`config.mk`:
```
export PLATFORM = sky130hd
export DESIGN_NAME = operand_ea_gen
export DESIGN_NICKNAME = d
export VERILOG_FILES = /design/src/rtl/ea_pkg.sv /design/src/rtl/ea_step_dec.sv /design/src/rtl/ea_addr_calc.sv /design/src/rtl/operand_ea_gen.sv
export SDC_FILE = /design/constraint.sdc
export NUM_CORES = 1
export LEC_CHECK = 0
export BUFFER_PORTS_ARGS = -buffer_cell sky130_fd_sc_hd__buf_2
export CORE_MARGIN = 2
export CORE_UTILIZATION = 55
export CTS_CLUSTER_DIAMETER = 80
export DETAILED_ROUTE_END_ITERATION = 6
export PLACE_DENSITY = 0.85
export SLEW_MARGIN = 40
export SYNTH_ARGS = -nofsm -noshare
export SYNTH_HDL_FRONTEND = slang
export SYNTH_SLANG_ARGS = --single-unit
```
`constraint.sdc`:
```
create_clock -name clk -period 4.4 [get_ports clk]
set_clock_uncertainty 0.15 [all_clocks]
set_input_delay 0.22 -clock clk [delete_from_list [all_inputs] [get_ports clk]]
set_output_delay 0.22 -clock clk [all_outputs]
set_load 0.02 [all_outputs]
```
`src/rtl/ea_pkg.sv`:
```
package ea_pkg;

    typedef enum logic [2:0] {
        MD_IMM  = 3'd0,
        MD_REG  = 3'd1,
        MD_ABS  = 3'd2,
        MD_IND  = 3'd3,
        MD_IDX  = 3'd4,
        MD_AINC = 3'd5,
        MD_ADEC = 3'd6,
        MD_REL  = 3'd7
    } ea_mode_e;

    typedef enum logic [1:0] {
        OK_IMM = 2'd0,
        OK_REG = 2'd1,
        OK_MEM = 2'd2
    } opnd_kind_e;

endpackage

```
`src/rtl/ea_step_dec.sv`:
```
module ea_step_dec #(
    parameter int ADDR_W = 32
) (
    input  logic [1:0]        size_code,
    output logic [ADDR_W-1:0] step
);
    // Step width in bytes; code 3 falls back to the widest step.
    always_comb begin
        case (size_code)
            2'd0:    step = ADDR_W'(1);
            2'd1:    step = ADDR_W'(2);
            default: step = ADDR_W'(4);
        endcase
    end
endmodule

```
`src/rtl/ea_addr_calc.sv`:
```
module ea_addr_calc
    import ea_pkg::*;
#(
    parameter int ADDR_W = 32,
    parameter int IMM_W  = 16
) (
    input  logic [2:0]        mode,
    input  logic [ADDR_W-1:0] base,
    input  logic [ADDR_W-1:0] pc_val,
    input  logic [IMM_W-1:0]  konst,
    input  logic [ADDR_W-1:0] step,
    output opnd_kind_e        kind,
    output logic [ADDR_W-1:0] addr,
    output logic [ADDR_W-1:0] value,
    output logic              wb_req,
    output logic [ADDR_W-1:0] wb_val
);
    logic [ADDR_W-1:0] konst_x;

    generate
        if (ADDR_W > IMM_W) begin : g_sext
            assign konst_x = {{(ADDR_W-IMM_W){konst[IMM_W-1]}}, konst};
        end else begin : g_trunc
            assign konst_x = konst[ADDR_W-1:0];
        end
    endgenerate

    logic [ADDR_W-1:0] sum_base_k;
    logic [ADDR_W-1:0] sum_pc_k;
    logic [ADDR_W-1:0] ptr_up;
    logic [ADDR_W-1:0] ptr_dn;

    assign sum_base_k = base + konst_x;
    assign sum_pc_k   = pc_val + konst_x;
    assign ptr_up     = base + step;
    assign ptr_dn     = base - step;

    always_comb begin
        kind   = OK_MEM;
        addr   = '0;
        value  = '0;
        wb_req = 1'b0;
        wb_val = '0;
        case (ea_mode_e'(mode))
            MD_IMM: begin
                kind  = OK_IMM;
                value = konst_x;
            end
            MD_REG: begin
                kind  = OK_REG;
                value = base;
            end
            MD_ABS:  addr = konst_x;
            MD_IND:  addr = base;
            MD_IDX:  addr = sum_base_k;
            MD_AINC: begin
                addr   = base;
                wb_req = 1'b1;
                wb_val = ptr_up;
            end
            MD_ADEC: begin
                addr   = ptr_dn;
                wb_req = 1'b1;
                wb_val = ptr_dn;
            end
            MD_REL:  addr = sum_pc_k;
            default: addr = '0;
        endcase
    end
endmodule

```
`src/rtl/operand_ea_gen.sv`:
```
module operand_ea_gen
    import ea_pkg::*;
#(
    parameter int ADDR_W = 32,
    parameter int IMM_W  = 16,
    parameter int NREGS  = 16
) (
    input  logic                     clk,
    input  logic                     rst_n,
    input  logic                     in_valid,
    input  logic [2:0]               in_mode,
    input  logic [$clog2(NREGS)-1:0] in_reg,
    input  logic [IMM_W-1:0]         in_const,
    input  logic [1:0]               op_size,
    input  logic [ADDR_W-1:0]        reg_rdata,
    input  logic [ADDR_W-1:0]        pc,
    output logic                     res_valid,
    output logic [1:0]               res_kind,
    output logic [ADDR_W-1:0]        res_addr,
    output logic [ADDR_W-1:0]        res_value,
    output logic                     wb_en,
    output logic [$clog2(NREGS)-1:0] wb_idx,
    output logic [ADDR_W-1:0]        wb_value
);
    localparam int RIDX_W = $clog2(NREGS);

    typedef struct packed {
        logic              vld;
        opnd_kind_e        kind;
        logic [ADDR_W-1:0] addr;
        logic [ADDR_W-1:0] value;
        logic              wb;
        logic [RIDX_W-1:0] widx;
        logic [ADDR_W-1:0] wval;
    } res_t;

    logic [ADDR_W-1:0] step_w;
    opnd_kind_e        kind_w;
    logic [ADDR_W-1:0] addr_w;
    logic [ADDR_W-1:0] value_w;
    logic              wbreq_w;
    logic [ADDR_W-1:0] wbval_w;

    ea_step_dec #(.ADDR_W(ADDR_W)) step_i (
        .size_code (op_size),
        .step      (step_w)
    );

    ea_addr_calc #(.ADDR_W(ADDR_W), .IMM_W(IMM_W)) calc_i (
        .mode   (in_mode),
        .base   (reg_rdata),
        .pc_val (pc),
        .konst  (in_const),
        .step   (step_w),
        .kind   (kind_w),
        .addr   (addr_w),
        .value  (value_w),
        .wb_req (wbreq_w),
        .wb_val (wbval_w)
    );

    res_t res_d, res_q;

    always_comb begin
        res_d     = res_q;
        res_d.vld = in_valid;
        res_d.wb  = 1'b0;
        if (in_valid) begin
            res_d.kind  = kind_w;
            res_d.addr  = addr_w;
            res_d.value = value_w;
            res_d.wb    = wbreq_w;
            res_d.widx  = in_reg;
            res_d.wval  = wbval_w;
        end
    end

    always_ff @(posedge clk) begin
        if (!rst_n) begin
            res_q <= '0;
        end else begin
            res_q <= res_d;
        end
    end

    assign res_valid = res_q.vld;
    assign res_kind  = res_q.kind;
    assign res_addr  = res_q.addr;
    assign res_value = res_q.value;
    assign wb_en     = res_q.wb;
    assign wb_idx    = res_q.widx;
    assign wb_value  = res_q.wval;

    // idle input gives idle output next cycle
    a_r2_idle_follows: assert property (@(posedge clk) disable iff (!rst_n)
        !in_valid |=> (!res_valid && !wb_en));

    // write-back only alongside a memory result
    a_r12_wb_with_mem: assert property (@(posedge clk) disable iff (!rst_n)
        wb_en |-> (res_valid && res_kind == 2'd2));

    // post-increment writes back the address plus the step
    a_r8_post_inc: assert property (@(posedge clk) disable iff (!rst_n)
        (in_valid && in_mode == 3'd5) |=>
            (wb_en && wb_value == res_addr + $past(step_w)));

    // pre-decrement writes back exactly the address used
    a_r9_pre_dec: assert property (@(posedge clk) disable iff (!rst_n)
        (in_valid && in_mode == 3'd6) |=> (wb_en && wb_value == res_addr));

    // write-back targets the register that was named
    a_r13_wb_idx: assert property (@(posedge clk) disable iff (!rst_n)
        (in_valid && (in_mode == 3'd5 || in_mode == 3'd6)) |=>
            (wb_idx == $past(in_reg)));

    // immediate and register kinds carry no address
    a_r3_no_addr: assert property (@(posedge clk) disable iff (!rst_n)
        (res_valid && res_kind != 2'd2) |-> (res_addr == '0 && !wb_en));
endmodule

```
==> flow_summary.ini <==
[outcome]
status = complete, no violations

[setup_path]
slowest_stage = mux2_2
cpPeakStageDelay_ns = 0.37
worstPathCellList = buf_2 > nand3_1 > buf_4 > mux2_2 > ha_1 > inv_1 > fa_1 > nor2b_1 > o21a_1 > o211ai_1 > nand3_1 > a32oi_1 > o21ai_0 > a311oi_1 > xor2_1 > o31ai_1
critPathLaunchType = input pin
worstPathArrival_ns = 3.69
required_ns = 4.50
cp-end-kind = flip-flop
critPathKind = input pin to flip-flop
cp_common_cell = nand3_1
cp_max_fo = 22

[clocking]
numCtsBuffers = 9
clk_pin_slew_ns = 0.08
insertion_delay_ns = 0.35
postCtsSetupBuffers = 0
cts_max_path_buffers = 2
htreeDepth = 3
tritoncts = done
clockRootBuffer = clkbuf_16
cts.sinks = 104

[sta]
final_max_slew_viol_count = 0
tightest_slew_ns = 0.8534
fin_crit_sh_pct = 81.58
relSlewSlack_pct = 42.97
hold_violations = 0
setup_viol = 0
rsz0062_at_grt = false
timing.setup.tns_ns = 0
layout_min_cycle_time_ns = 3.590
max_freq_mhz = 278.6

[route]
vias = 9426
wl_per_cell_um = 20.14
drt_pre_antenna_iters = 6
ant_nets = 0
drc = 0
vias_per_cell = 6.501
drt-total-wl_um = 29200
drtIter0Drc = 1362

[pwr]
p_per_area_mw_per_mm2 = 293.1
internal_power_mw = 1.817
p_comb_share_pct = 32.6
finalPower_mw = 2.833
ir_drop_mv = 0.1954
clockPowerShare_pct = 31.0
leakage_nw = 4.287
seq_power_share_pct = 36.5
p_switching_mw = 1.015
swShare_pct = 35.84

[global_routing]
grt_usage_pct = 35.07
grt-ovfl-total = 0
grt_pass1_vias = 8297
grt_first_pass_wirelength_um = 45220
antenna_found_initial = 0
grt_max_degree = 48

[yosys]
synth-seq-area-share_pct = 24.97
syn_area_sq_mm = 0.008339
synthArstFlopShare_pct = 0
ys_ff_latch = 104
syn_area_per_cell_sq_um = 7.413
synth_top_area_cell = dfxtp_1
yosysUniqueCellTypes = 74
netlist_instances = 1125
synthesis.nets = 1263
synth.top_cell.area_share_pct = 24.97
ys_warn_count = 0
synthFlopType = dfxtp_1
synth_area_leaders = dfxtp_1 25%, a21oi_1 7.2%, nor2_1 6.5%, ha_1 6.5%, o21ai_0 4.6%
synth_edf_count = 0

[placed_design]
io_buffers = 195
routabilityCongestion = 1.019
dpl.hpwl_um = 21600

[floorplanning]
ios = 196
coreArea_sq_mm = 0.01503
std_cell_rows = 45
floorplan.initialDensity_pct = 55.47
die_h_um = 127.1
dieArea_sq_mm = 0.01616
die_x_um = 127.1

[worst_hold_path]
hold_class = input pin to flip-flop

[layout]
final_nets = 1395
antenna_cells = 0
nFillCells = 1326
syn2layout_area_growth_pct = 15.89
drive_gt1_share_pct = 21.24

[job]
cap_violations = 0
kinds of logic (layout without fill, tap and decap cells):
logic type	count (synthesis)	count (layout)	synth area share, %
AO/OA/AOI/OAI	377	377	28.13
XOR/XNOR	47	47	4.936
adder cells (fa/ha/maj)	46	46	7.172
buffers and inverters	109	246	5.041
flip-flops	104	104	24.97
multiplexers	64	64	8.177
AND/OR/NAND/NOR	378	378	21.58
per-stage QoR:
step / worst slack [ns] / cell area [sq um] / util (%) / std cells / hold slack [ns]
after floorplan: 0.9396 / 8339 / - / 1125 / 0.2176
after global placement: 0.5889 / 9296 / 61.84 / 1430 / 0.2802
after detailed placement: 0.5005 / 9299 / 61.86 / 1430 / 0.2895
after CTS: 0.8808 / 9662 / 64.27 / 1450 / 0.07950
after global routing: 0.6285 / 9664 / 64.29 / 1450 / 0.1024
final: 0.8103 / 9664 / 64.29 / 1450 / 0.09854
layout by cell type (no fill, tap or decap), types with 6 or more instances in the layout:
master and instances:
a211oi_1 15, nand2b_1 10, a22oi_1 7, o22ai_1 12, buf_2 195, and3_1 12
mux2_2 33, inv_1 18, clkbuf_16 9, a31oi_1 14, a21oi_1 120, xor2_1 19
and2_1 8, a21o_1 16, o221ai_1 6, nor3_1 22, nor2b_1 12, nor2_1 145
o21ai_0 76, a221oi_1 15, nand2_1 89, dfxtp_1 104, xnor2_1 28, nand3_1 38
o21ai_1 22, o21a_1 6, buf_4 12, ha_1 43, mux2i_1 31, a211o_1 6
nand4_1 8, o211ai_1 17
state kept, by name (all words and copies together), names as in the netlist:
register	cells
res_addr	32
res_value	32
wb_value	32
wb_idx	4
res_kind	2
res_valid	1
wb_en	1
worst paths after layout:
check | end | cells after the start | from | slack, ns
max | res_addr[24]$_SDFFE_PN0P_ | 16 | in_mode[1] | 0.81
min | res_value[30]$_SDFFE_PN0P_ | 3 | reg_rdata[30] | 0.1
max reg2reg | res_addr[26]$_SDFFE_PN0P_ | 5 | res_addr[26]$_SDFFE_PN0P_ | 2.99
min reg2reg | wb_value[25]$_SDFFE_PN0P_ | 2 | wb_value[25]$_SDFFE_PN0P_ | 0.30
power groups by stage:
| stage | clock network [mW] | logic [mW] | registers (mW) |
|---|---|---|---|
| 2_1_floorplan | 0 | 0.551 | 1.11 |
| 3_3_place_gp | 0 | 0.877 | 1.05 |
| 3_5_place_dp | 0 | 0.888 | 1.05 |
| 4_1_cts | 0.877 | 0.898 | 1.03 |
| 5_1_grt | 0.914 | 0.996 | 1.04 |
| 6_report | 0.877 | 0.922 | 1.03 |
area by class of cell:
type                            count  area [sq um]  area share, %
Clock buffer                       11         252.7          2.615
Clock inverter                      5         70.07         0.7250
Inverter                           19         72.57         0.7509
Multi-Input combinational cell    912          5846          60.49
Sequential cell                   104          2082          21.54
Tap cell                          188         235.2          2.434
Timing Repair Buffer              211          1106          11.44
worst max-delay path: cells and delay by family:
kind,cells,cell delay [ns]
AOI/OAI and AO/OA,6,1.51
xor gates and xnor gates,1,0.24
adders and majority gates,2,0.42
buffers and inverters,3,0.59
muxes,1,0.37
and+or+nand+nor,3,0.35
synth_stat cells, types with 7 or more instances:
master and n:
and2_1 9, a31oi_1 14, ha_1 43, nor3_1 22
nand2_1 90, o22ai_1 12, a21oi_1 120, o211ai_1 17
a22oi_1 7, nand2b_1 10, xor2_1 19, mux2i_1 31
nor2b_1 12, dfxtp_1 104, o21ai_0 76, and3_1 12
nand3_1 38, buf_1 12, nand4_1 8, a21o_1 16
xnor2_1 28, mux2_2 33, a211oi_1 15, inv_1 18
clkbuf_1 74, nor2_1 145, o21ai_1 22, a221oi_1 15
layer usage:
metal	global-route usage, %	vias up	share of wire (%)
met3	7.747	63	13
met2	51.58	612	43
met5	0	-	0
met4	9.502	0	2.4
met1	51.76	4366	42
li1	-	4385	-
repair_timing:
item | CTS | global route
hold buffers | 4 | 0
endpoints found under the hold margin | 4 | 0
gates resized for setup | 0 | 0
Note: power is estimated with default switching activity, not from simulation.
